--- src/rtl/pwmd_pkg.sv ---
package pwmd_pkg;
    localparam int N_PHASE = 4;

    // role positions inside a slot's rotated phase vector
    localparam int ROLE_PRE = 0;
    localparam int ROLE_SMP = 1;
    localparam int ROLE_CMP = 2;
    localparam int ROLE_CLR = 3;

    function automatic int tap_for(input int slot, input int role);
        return (slot + role) % N_PHASE;
    endfunction
endpackage

--- src/rtl/pwmd_tap_rotate.sv ---
module pwmd_tap_rotate
    import pwmd_pkg::*;
#(
    parameter int SLOT = 0
) (
    input  logic [N_PHASE-1:0] taps_i,
    output logic [N_PHASE-1:0] roles_o
);
    for (genvar r = 0; r < N_PHASE; r++) begin : g_role
        assign roles_o[r] = taps_i[tap_for(SLOT, r)];
    end
endmodule

--- src/rtl/pwmd_slot.sv ---
module pwmd_slot
    import pwmd_pkg::*;
#(
    parameter int MAX_PERIOD = 64,
    localparam int CNT_W = $clog2(MAX_PERIOD + 1)
) (
    input  logic               clk,
    input  logic               rst_n,
    input  logic               din_i,
    input  logic [N_PHASE-1:0] roles_i,
    output logic               bit_o,
    output logic               valid_o
);
    localparam logic [CNT_W-1:0] SAT = CNT_W'(MAX_PERIOD);

    typedef struct packed {
        logic [CNT_W-1:0] ref_cnt;
        logic [CNT_W-1:0] smp_cnt;
        logic             dec;
        logic             clr_seen;
        logic             bit_v;
        logic             valid;
    } slot_st_t;

    slot_st_t st_d, st_q;

    always_comb begin
        st_d       = st_q;
        st_d.valid = 1'b0;
        st_d.clr_seen = roles_i[ROLE_CLR];

        if (roles_i[ROLE_PRE] && st_q.ref_cnt != SAT) begin
            st_d.ref_cnt = st_q.ref_cnt + 1'b1;
        end
        if (roles_i[ROLE_SMP] && din_i && st_q.smp_cnt != SAT) begin
            st_d.smp_cnt = st_q.smp_cnt + 1'b1;
        end
        if (roles_i[ROLE_CMP]) begin
            // sample at full weight against reference at half weight
            st_d.dec = ({st_q.smp_cnt, 1'b0} > {1'b0, st_q.ref_cnt});
        end
        if (roles_i[ROLE_CLR]) begin
            st_d.ref_cnt = '0;
            st_d.smp_cnt = '0;
            if (!st_q.clr_seen) begin
                st_d.bit_v = st_q.dec;
                st_d.valid = 1'b1;
            end
        end
    end

    always_ff @(posedge clk) begin
        if (!rst_n) begin
            st_q <= '0;
        end else begin
            st_q <= st_d;
        end
    end

    assign bit_o   = st_q.bit_v;
    assign valid_o = st_q.valid;
endmodule

--- src/rtl/pwm_interleaved_decoder.sv ---
module pwm_interleaved_decoder
    import pwmd_pkg::*;
#(
    parameter int MAX_PERIOD = 64
) (
    input  logic               clk,
    input  logic               rst_n,
    input  logic               din_i,
    input  logic [N_PHASE-1:0] phase_i,
    output logic [N_PHASE-1:0] bit_o,
    output logic [N_PHASE-1:0] valid_o
);
    for (genvar k = 0; k < N_PHASE; k++) begin : g_slot
        logic [N_PHASE-1:0] roles;

        pwmd_tap_rotate #(.SLOT(k)) u_rot (
            .taps_i  (phase_i),
            .roles_o (roles)
        );

        pwmd_slot #(.MAX_PERIOD(MAX_PERIOD)) u_slot (
            .clk     (clk),
            .rst_n   (rst_n),
            .din_i   (din_i),
            .roles_i (roles),
            .bit_o   (bit_o[k]),
            .valid_o (valid_o[k])
        );
    end
endmodule

--- config.mk ---
export PLATFORM = sky130hd
export DESIGN_NAME = pwm_interleaved_decoder
export DESIGN_NICKNAME = d
export VERILOG_FILES = /design/src/rtl/pwmd_pkg.sv /design/src/rtl/pwmd_tap_rotate.sv /design/src/rtl/pwmd_slot.sv /design/src/rtl/pwm_interleaved_decoder.sv
export SDC_FILE = /design/constraint.sdc
export NUM_CORES = 1
export LEC_CHECK = 0
export ABC_CLOCK_PERIOD_IN_PS = 1400
export BUFFER_PORTS_ARGS = -buffer_cell sky130_fd_sc_hd__buf_2
export CAP_MARGIN = 20
export CORE_ASPECT_RATIO = 0.5
export CORE_MARGIN = 5
export CORE_UTILIZATION = 57
export DETAILED_ROUTE_END_ITERATION = 8
export PLACE_DENSITY = 0.74
export SYNTH_ARGS = -nofsm -noshare
export SYNTH_HDL_FRONTEND = slang
export SYNTH_SLANG_ARGS = --single-unit
--- constraint.sdc ---
create_clock -name clk -period 1.4 [get_ports clk]
set_input_delay 0.28 -clock clk [delete_from_list [all_inputs] [get_ports clk]]
set_output_delay 0.28 -clock clk [all_outputs]
set_load 0.05 [all_outputs]
Word-level counts from Yosys, hierarchy flattened
Cells that the tools add are included.
Word-level totals
  flip-flop bits (word level): 72
  bits of input ports: 7
  output and inout bits: 8
  logic and storage cells: 77
Operators by class
  $add $sub $neg: 8
  order comparisons: 4
  equal/unequal tests: 8
  mux-type cells: 4
  bitwise logic cells: 5
  reductions and logical operators: 24
Operator list (count)
  adder 7 x 1 -> 7 bit (second input constant): 8
  inequality test 7 bit (second input constant): 8
  > comparator 8 x 7 -> 1 bit: 4
  AND reduction 2 bit: 8
  logical AND 1 bit: 12
  OR reduction 2 bit: 4
  inverter 1 bit: 5
  two-way mux 1 bit: 4

Logic depth before layout (Yosys ltp)
Gate-level depths: netlist (run 1).
  word-level depth: 2
  gate-level depth with buffers: 5
  gate-level depth less buffers: 5

Cells and area by module
A second synthesis (run 1) with hierarchy kept.
Unflattened totals
  cells, all modules: 480
  area, all modules: 4108.9 um^2
By module, submodules not included
  pwmd_slot: instances 4, cells each 116, area each 997.2 um^2, sequential area each 360.3 um^2
  pwmd_tap_rotate: instances 4, cells each 4, area each 30.0 um^2, sequential area each 0.0 um^2

Worst setup path after synthesis (run 1)
OpenSTA, ideal clock, no wires.
  path kind: reg2reg
  from: register g_slot[0].u_slot.st_q[11] in the netlist's numbering
  to: register g_slot[0].u_slot.st_q[11] in the netlist's numbering
  library setup time: 72 ps
  data arrival time: 1146 ps
  slack: 183 ps
  stages on the path, launching flop included: 6
  clock period less this slack: 1217 ps
  path through: dfxtp_1 -> inv_1 -> ha_1 -> and2_1 -> a21oi_1 -> mux2i_1
On the way
  longest elaborated chain between the ends: 2
RTL lines
  start, declared: RTL line pwmd_slot.sv:25  | slot_st_t st_d, st_q;
  start signal, assigned: RTL line pwmd_slot.sv:56  | st_q <= st_d;
  parallel branches: the longest is 2 deep, another holds adder 7 x 1 -> 7 bit
Several ways; the timed one is not identified.
A chain may end at the register's enable or synchronous reset.

Final worst setup path (run 1)
  from: register g_slot[0].u_slot.st_q[4] in the netlist's numbering
  to: register g_slot[0].u_slot.st_q[8] in the netlist's numbering
On the way
  longest elaborated chain between the ends: 2
RTL lines
  parallel branches: the longest is 2 deep, another holds adder 7 x 1 -> 7 bit
Several ways; the timed one is not identified.

==> out/qor.csv, run 1 <==
stage,metric,value,unit
sta,setup-tns-final,0,ns
floorplan,die_area,8840,um2
sta,setup_viol,0,
sta,finClkSkew,0.00384,ns
sta,hold_viol,0,
detailed_routing,dr.first_iter.drc_count,211,
clock_network,cts_hold_buffers,0,
critical_path,endpoint_kind,flip-flop,
detailed_routing,met3_length,450,um
critical_path,setup.worst_path.class,flip-flop to flip-flop,
global_routing,first_global_vias,3090,
detailed_routing,drc,0,
clock_network,cts_tree,built,
clock_network,cts_sinks,72,
critical_path,critical_path_required,1.66,ns
floorplan,dieHeight,69.0,um
clock_network,clk_pin_slew,0.06,ns
worst_hold_path,min_path_type,input pin to flip-flop,
synth,ys_seq_area_frac,0.363,
critical_path,worst_setup_path_start_kind,flip-flop,
synth,synth_top_area_frac,0.363,
synth,synth_seq_cells,72,
final_layout,syn_to_final_growth,14.7,%
final_layout,nFillCells,560,
clock_network,numCtsBuffers,9,
detailed_routing,vias_per_cell,5.69,
sta,drv_slew,0,
clock_network,clk_latency,0.33,ns
synth,ys_types,36,
synth,synth_fp_nets,519,
synth,synth_ff_type,dfxtp_1,
sta,slew_headroom,0.676,
final_layout,antenna_cells,0,
clock_network,h-tree-depth,3,
detailed_routing,ant_nets,0,
global_routing,grt_pass1_wl,14300,um
place,port_buffers,14,
synth,synth_area_per_cell,8.41,um2
global_routing,track_usage,0.200,
power_and_ir_drop,p_leak,1.67,nW
synth,async_flop_share,0,
detailed_routing,top_layer,met5,
detailed_routing,wirelength,8510,um
global_routing,grt-ovfl-total,0,
job,drv_cap,0,
place,hpwlAfterDp,6210,um
final_layout,drive_above_1_share,0.147,
detailed_routing,dr_wl_met2,3750,um
critical_path,path_max_fanout,6,
detailed_routing,vias,3399,
final_layout,mostFrequentLayoutCell,nand2_1,
synth,yosysWarningCount,0,
sta,min_period,1.34,ns
final_layout,nets,547,
global_routing,antenna_found_initial,1,
sta,tightest_slew,0.482,ns
detailed_routing,drtPass1Iterations,5,
final_layout,final_cell_mix,"68 x nand2_1, 61 x dfxtp_1, 45 x inv_1, 40 x ha_1, 35 x a21oi_1",
outcome,status,completed,
floorplan,rows,21,
place,gp_congestion,0.808,
floorplan,start_util,0.590,
synth,post-synth-top-area-cell,dfxtp_1,
synth,syn_inst,472,
sta,fin_crit_sh,0.955,
final_layout,postLayoutCellArea,4550,um2
global_routing,grt_max_degree,14,
power_and_ir_drop,ir_drop,0.635,mV
power_and_ir_drop,powerDensity,1020,nW/um2
floorplan,top_level_ports,15,
critical_path,arrival,1.60,ns
floorplan,core_area,6730,um2
detailed_routing,wl_per_cell,14.3,um
final_layout,stdcell_count,597,
sta,fmax,0.748,GHz
detailed_routing,met1_length,4180,um
place,place_area,4200,um2
floorplan,die_x,128,um
power_and_ir_drop,power,4.63,mW
clock_network,clockRootBuffer,clkbuf_16,
synth,synth-edff-count,0,
clock_network,cts_max_path_buffers,2,
place,dp_cells,581,
synth,synthTopCellsByArea,"dfxtp_1 36%, ha_1 13%, nand2_1 6.4%",
synth,synth.cell_area,3970,um2
-- path summary, 6_finish.rpt --
path	start	end	slack [ns]	cells after the start
setup / recovery	g_slot[0].u_slot.st_q[4]	g_slot[0].u_slot.st_q[8]	0.06	4
setup reg to reg	g_slot[0].u_slot.st_q[4]	g_slot[0].u_slot.st_q[8]	0.06	4
hold / removal	rst_n	g_slot[2].u_slot.bit_o	0.29	2
hold reg to reg	g_slot[0].u_slot.st_q[2]	g_slot[0].u_slot.valid_o	0.43	1
-- worst max-delay path, stage by stage, from the launching register on --
cell and delay [ns]:
dfxtp_1 0.38, ha_1 0.16, nand3_1 0.17, or3_1 0.39, a21oi_1 0.16
-- synthesized netlist by cell type (all sizes together) (9+ instances only) --
cell   count
nand3     12
inv       45
or3       22
o21ai     30
a21oi     38
buf       16
nor2       9
dfxtp     72
nand2     69
nand4     17
ha        40
mux2i     15
-- flip-flops by register name, summed over array words and instances (netlist names) --
register / cells
g_slot.u_slot.st_q: 64
g_slot.u_slot.valid_o: 4
g_slot.u_slot.bit_o: 4
-- through the flow --
step,setup slack [ns],utilization,hold WS [ns]
5_1_grt,-0.00696,0.677,0.307
3_5_place_dp,0.0216,0.625,0.427
2_1_floorplan,0.183,-,0.400
3_3_place_gp,0.0547,0.625,0.423
4_1_cts,0.00495,0.669,0.281
6_report,0.0626,0.677,0.289
-- kinds of logic after synthesis --
| family | share of synthesized area |
|---|---|
| xor gates and xnor gates | 0.0176 |
| adders and majority gates | 0.126 |
| muxes | 0.0378 |
| AOI/OAI and AO/OA | 0.162 |
| DFF | 0.363 |
| and+or+nand+nor | 0.221 |
| buffers and inverters | 0.0725 |
-- what timing repair did --
action | 4_1_cts | 5_1_grt
endpoints found under the hold margin | 0 | 0
gates resized for setup | 0 | 19
setup buffers | 0 | 0
setup endpoints to repair | 0 | 23
-- per-layer routing --
| layer | GRT usage | vias to the layer above |
|---|---|---|
| met3 | 0.0610 | 13 |
| met5 | 0 | - |
| met1 | 0.271 | 1601 |
| met2 | 0.304 | 62 |
| li1 | - | 1721 |
| met4 | 0.0647 | 2 |
-- final cells by class --
class	instances	area [um2]	share of cell area
multi-input combinational	336	2280	0.501
sequential	72	1460	0.320
timing repair buffer	36	235	0.0516
clock buffer	9	225	0.0495
inverter	45	169	0.0371
tap	92	115	0.0253
clock inverter	7	72.6	0.0159
-- where the power goes --
part	internal [mW]	switching (mW)	total, mW
registers	2.07	0.0223	2.10
logic	0.0921	0.167	0.259
clock network	1.38	0.898	2.27
total	3.54	1.09	4.63
(Power assumes the default switching activity.)
==> run 2, diff against run 1 <==
==> constraint.sdc (replaced) <==
create_clock -name clk -period 1.4 [get_ports clk]
set_input_delay 0.07 -clock clk [delete_from_list [all_inputs] [get_ports clk]]
set_output_delay 0.07 -clock clk [all_outputs]
set_load 0.05 [all_outputs]
==> run 2 against run 1 <==
Compared with the run above: register-to-register slack improved by 0.02 ns; count of clock-buffer cells in the layout rose by 2; global-route usage barely moved; flip-flop and latch count did not move; combinational power fell by 4%; sequential power barely moved; clock skew fell by 0.00051 ns; clock power rose by 19%; worst setup slack improved by 0.022 ns; critical path type unchanged; largest power group unchanged.
==> out/qor.csv, run 2 (synthesis results as in run 1) <==
stage,metric,value,unit
final_layout,postLayoutCellArea,4540,um2
critical_path,setup.worst_path.class,flip-flop to flip-flop,
final_layout,stdcell_count,587,
floorplan,rows,21,
critical_path,timing.rr.end,g_slot[3].u_slot.st_q[11],
place,port_buffers,14,
sta,tightest_slew,0.554,ns
sta,fin_ws,0.0850,ns
sta,min_period,1.31,ns
detailed_routing,dr_wl_met2,3730,um
critical_path,ff2ff_path_depth,3,
clock_network,clk_latency,0.33,ns
global_routing,track_usage,0.200,
critical_path,path_max_fanout,6,
critical_path,r2r_slack,0.09,ns
detailed_routing,ant_nets,0,
clock_network,cts_max_path_buffers,2,
clock_network,clockRootBuffer,clkbuf_16,
worst_hold_path,worstHoldStart,rst_n,
critical_path,endpoint_kind,flip-flop,
critical_path,crit_buf_inv,0,
sta,drv_slew,0,
critical_path,worst_setup_path_start_kind,flip-flop,
detailed_routing,wirelength,8390,um
final_layout,multiInputGateArea,2270,um2
global_routing,antenna_found_initial,0,
place,hpwlAfterDp,5950,um
job,drv_cap,0,
clock_network,cts_hold_buffers,0,
sta,fmax,0.760,GHz
floorplan,dieHeight,69.0,um
clock_network,numCtsBuffers,9,
floorplan,core_area,6730,um2
power_and_ir_drop,ir_drop,0.765,mV
detailed_routing,drc,0,
floorplan,start_util,0.590,
final_layout,final_cell_mix,"68 x nand2_1, 56 x dfxtp_1, 45 x inv_1, 40 x ha_1, 35 x a21oi_1",
critical_path,timing.rr.start,g_slot[3].u_slot.st_q[13],
detailed_routing,top_layer,met4,
outcome,status,completed,
detailed_routing,wl_per_cell,14.3,um
floorplan,die_x,128,um
global_routing,grt-ovfl-total,0,
detailed_routing,met3_length,355,um
sta,slew_headroom,0.627,
clock_network,clk_pin_slew,0.06,ns
critical_path,critical_path_required,1.61,ns
critical_path,crit_path_top_delay_cell,nor4_1,
global_routing,grt_max_degree,17,
final_layout,nFillCells,566,
place,place_area,4130,um2
power_and_ir_drop,p_leak,1.65,nW
critical_path,arrival,1.53,ns
place,dp_cells,571,
detailed_routing,met1_length,4250,um
detailed_routing,vias,3341,
sta,setup-tns-final,0,ns
final_layout,largest_register,g_slot.u_slot.st_q,
sta,finClkSkew,0.00333,ns
clock_network,cts_sinks,72,
final_layout,mostFrequentLayoutCell,nand2_1,
critical_path,cp_top_family,simple AND/OR/NAND/NOR gates,
final_layout,ff_latch_area,1460,um2
global_routing,grt_pass1_wl,14600,um
critical_path,slowest_delay,0.54,ns
worst_hold_path,min_path_type,input pin to flip-flop,
detailed_routing,dr.first_iter.drc_count,265,
global_routing,first_global_vias,3166,
place,pre_cts_slack,0.0530,ns
final_layout,antenna_cells,0,
final_layout,nets,537,
detailed_routing,drtPass1Iterations,4,
sta,setup_viol,0,
critical_path,crit_chain,nor4_1 -> a21oi_2 -> mux2i_1,
floorplan,top_level_ports,15,
clock_network,h-tree-depth,3,
detailed_routing,vias_per_cell,5.69,
worst_hold_path,hold_end,g_slot[1].u_slot.bit_o,
worst_hold_path,min_path_cells,2,
power_and_ir_drop,powerDensity,1110,nW/um2
final_layout,syn_to_final_growth,14.2,%
clock_network,cts_tree,built,
sta,hold_viol,0,
place,gp_congestion,0.823,
final_layout,drive_above_1_share,0.141,
sta,fin_crit_sh,0.939,
final_layout,largest_reg_flops,64,
floorplan,die_area,8840,um2
## run 2: per-layer routing
layer | vias to the layer above | global-route usage
li1 | 1702 | -
met1 | 1579 | 0.278
met2 | 53 | 0.303
met3 | 7 | 0.0594
met4 | 0 | 0.0471
met5 | - | 0
## run 2: layout make-up
cell class | count | share of cell area
clock buffers | 11 | 0.0557
clock inverters | 5 | 0.0226
inverters | 45 | 0.0372
flip-flops and latches | 72 | 0.322
well taps | 92 | 0.0254
repair buffers | 26 | 0.0353
multi-input cells | 336 | 0.502
## run 2: power by group
| part | internal (mW) | switching, mW | total [mW] |
|---|---|---|---|
| clock network | 1.83 | 0.871 | 2.71 |
| registers | 2.08 | 0.0216 | 2.10 |
| logic | 0.0840 | 0.165 | 0.249 |
| total | 3.99 | 1.06 | 5.05 |
## run 2: worst max-delay path by stage
stage,startpoint,to,slack [ns],depth (start not counted)
detailed placement,g_slot[0].u_slot.st_q[4],g_slot[0].u_slot.st_q[8],0.05,4
floorplan,g_slot[0].u_slot.st_q[11],g_slot[0].u_slot.st_q[11],0.18,5
finish,g_slot[3].u_slot.st_q[13],g_slot[3].u_slot.st_q[11],0.09,3
CTS,g_slot[2].u_slot.st_q[11],g_slot[2].u_slot.st_q[12],0.004,5
global route,g_slot[1].u_slot.st_q[11],g_slot[1].u_slot.st_q[11],-0.03,4
global placement,g_slot[0].u_slot.st_q[11],g_slot[0].u_slot.st_q[11],0.09,5
## run 2: what timing repair did
item | CTS | global route
setup buffers | 0 | 0
gates resized for setup | 0 | 25
endpoints found under the setup margin | 0 | 25
## run 2: per-stage QoR
step | total power [mW] | util | hold slack [ns]
6_report | 5.05 | 0.674 | 0.122
3_3_place_gp | 2.38 | 0.613 | 0.413
5_1_grt | 5.23 | 0.674 | 0.121
4_1_cts | 5.08 | 0.666 | 0.112
3_5_place_dp | 2.38 | 0.613 | 0.417
2_1_floorplan | 2.32 | - | 0.227
==> run 3, diff against run 2 <==
- ABC_CLOCK_PERIOD_IN_PS: 1400 -> 1300
- clock period: 1.4 -> 1.3 ns (I/O delays scaled with it)
==> run 3 against run 2 <==
Compared with the run above: the flow now finishes with violations (negative setup slack); sequential share of layout area fell by 1.5 points; worst setup slack got worse by 0.096 ns; register-to-register slack got worse by 0.096 ns; flip-flop and latch count did not move; count of clock-buffer cells in the layout did not move; hold slack got worse by 0.054 ns; maximum frequency rose by 0.27%; utilization rose by 6.1 points; critical path type unchanged; largest cell class unchanged.
==> out/qor.csv, run 3 (synthesis results as in run 1) <==
stage,metric,value,unit
outcome,status,"complete, but fails checks",
outcome,violations,negative setup slack,
detailed_routing,dr_wl_met2,4190,um
sta,setup_viol,1,
final_layout,largest_register,g_slot.u_slot.st_q,
power_and_ir_drop,powerDensity,1070,nW/um2
final_layout,largest_reg_flops,64,
critical_path,setup.worst_path.class,flip-flop to flip-flop,
final_layout,antenna_cells,0,
power_and_ir_drop,power_frac_seq,0.426,
sta,fin_ws,-0.0114,ns
final_layout,mostFrequentLayoutCell,nand2_1,
final_layout,final_cell_mix,"68 x nand2_1, 38 x inv_1, 38 x buf_4, 32 x dfxtp_2, 31 x ha_1",
critical_path,critical_path_required,1.55,ns
final_layout,drive_above_1_share,0.292,
floorplan,core_area,6730,um2
clock_network,numCtsBuffers,9,
global_routing,track_usage,0.204,
sta,drv_slew,0,
power_and_ir_drop,p_int,4.11,mW
worst_hold_path,min_path_type,input pin to flip-flop,
detailed_routing,top_layer,met4,
final_layout,syn_to_final_growth,24.6,%
power_and_ir_drop,pwr-share-clk,0.518,
place,hpwlAfterDp,6260,um
detailed_routing,wl_per_cell,15.2,um
global_routing,grt_max_degree,13,
clock_network,cts_max_path_buffers,2,
detailed_routing,drtPass1Iterations,5,
sta,fin_crit_sh,1.01,
power_and_ir_drop,switching_share,0.220,
critical_path,slowest_delay,0.35,ns
power_and_ir_drop,ir_drop,0.831,mV
sta,setup-tns-final,-0.0114,ns
clock_network,cts_hold_buffers,0,
clock_network,cts_tree,built,
detailed_routing,drc,0,
detailed_routing,met3_length,510,um
global_routing,grt-ovfl-total,0,
sta,tightest_slew,0.438,ns
global_routing,first_global_vias,3136,
floorplan,start_util,0.590,
detailed_routing,vias_per_cell,5.78,
sta,min_period,1.31,ns
critical_path,crit_chain,ha_1 -> nand4b_1 -> a21o_1 -> a32oi_1,
place,gp_congestion,0.866,
floorplan,top_level_ports,15,
power_and_ir_drop,power,5.27,mW
final_layout,final_util,0.735,
place,place_area,4310,um2
power_and_ir_drop,p_sw,1.16,mW
detailed_routing,dr.first_iter.drc_count,305,
sta,rsz0062_at_grt,true,
clock_network,clockRootBuffer,clkbuf_16,
final_layout,postLayoutCellArea,4940,um2
job,drv_cap,0,
detailed_routing,ant_nets,0,
critical_path,worst_setup_path_start_kind,flip-flop,
clock_network,clk_pin_slew,0.06,ns
floorplan,rows,21,
sta,hold_viol,0,
critical_path,arrival,1.56,ns
power_and_ir_drop,share_comb_of_total_power,0.056,
clock_network,h-tree-depth,3,
clock_network,cts_sinks,72,
sta,slew_headroom,0.708,
critical_path,crit_path_top_delay_cell,dfxtp_1,
clock_network,clk_latency,0.34,ns
place,pre_cts_slack,-0.0483,ns
critical_path,endpoint_kind,flip-flop,
floorplan,die_x,128,um
floorplan,dieHeight,69.0,um
place,port_buffers,14,
sta,fmax,0.763,GHz
detailed_routing,met1_length,4470,um
global_routing,grt_pass1_wl,14600,um
floorplan,die_area,8840,um2
power_and_ir_drop,p_leak,1.82,nW
sta,finClkSkew,0.00518,ns
detailed_routing,vias,3545,
global_routing,antenna_found_initial,0,
critical_path,path_max_fanout,5,
detailed_routing,wirelength,9330,um
final_layout,nets,563,
## run 3: cell count changes in the layout (fill, tap and decap cells not counted), sizes merged
| cell | delta |
|---|---|
| buf | +26 |
| clkinv | +2 |
| bufinv | -1 |
| clkinvlp | -1 |
## run 3: layer usage
layer | vias to the layer above | global-route usage
met5 | - | 0
met4 | 0 | 0.0612
met3 | 19 | 0.0664
met2 | 92 | 0.306
met1 | 1670 | 0.278
li1 | 1764 | -
## run 3: through the flow
stage / std cells / hold WS, ns
2_1_floorplan: 472 / 0.222
3_3_place_gp: 595 / 0.414
6_report: 613 / 0.0682
4_1_cts: 611 / 0.0639
3_5_place_dp: 595 / 0.417
5_1_grt: 613 / 0.0722
## run 3: power groups by stage
stage	sequential, mW	combinational, mW	clock [mW]
2_1_floorplan	2.30	0.198	0
3_3_place_gp	2.31	0.273	0
3_5_place_dp	2.31	0.275	0
4_1_cts	2.26	0.282	2.76
5_1_grt	2.25	0.322	2.88
6_report	2.24	0.296	2.73
## run 3: layout make-up
cell class / count / area, um2
clock buffer: 11 / 253
sequential: 72 / 1520
timing repair buffer: 52 / 355
tap: 92 / 115
clock inverter: 5 / 78.8
inverter: 45 / 169
fill: 510 / 1780
multi-input combinational: 336 / 2450
## run 3: what timing repair did
action	in CTS	in global routing
gates resized for setup	17	77
endpoints found under the setup margin	23	40
buffers inserted	0	2
pin swaps	1	15
## run 3: path summary, 6_finish.rpt
check                                              start                       end  slack [ns]  cells after the start
worst max-delay path            g_slot[0].u_slot.st_q[9]  g_slot[0].u_slot.st_q[3]       -0.01                      4
worst min-delay path                               rst_n    g_slot[2].u_slot.bit_o        0.07                      2
worst max register to register  g_slot[0].u_slot.st_q[9]  g_slot[0].u_slot.st_q[3]       -0.01                      4
worst min register to register  g_slot[2].u_slot.st_q[2]  g_slot[2].u_slot.valid_o        0.43                      1
## run 3: critical path, delay by kind of cell, from the launching register on
family,cells,cell delay [ns]
AOI/OAI and AO/OA,2,0.40
adders and majority gates,1,0.32
DFF,1,0.35
and+or+nand+nor,1,0.15
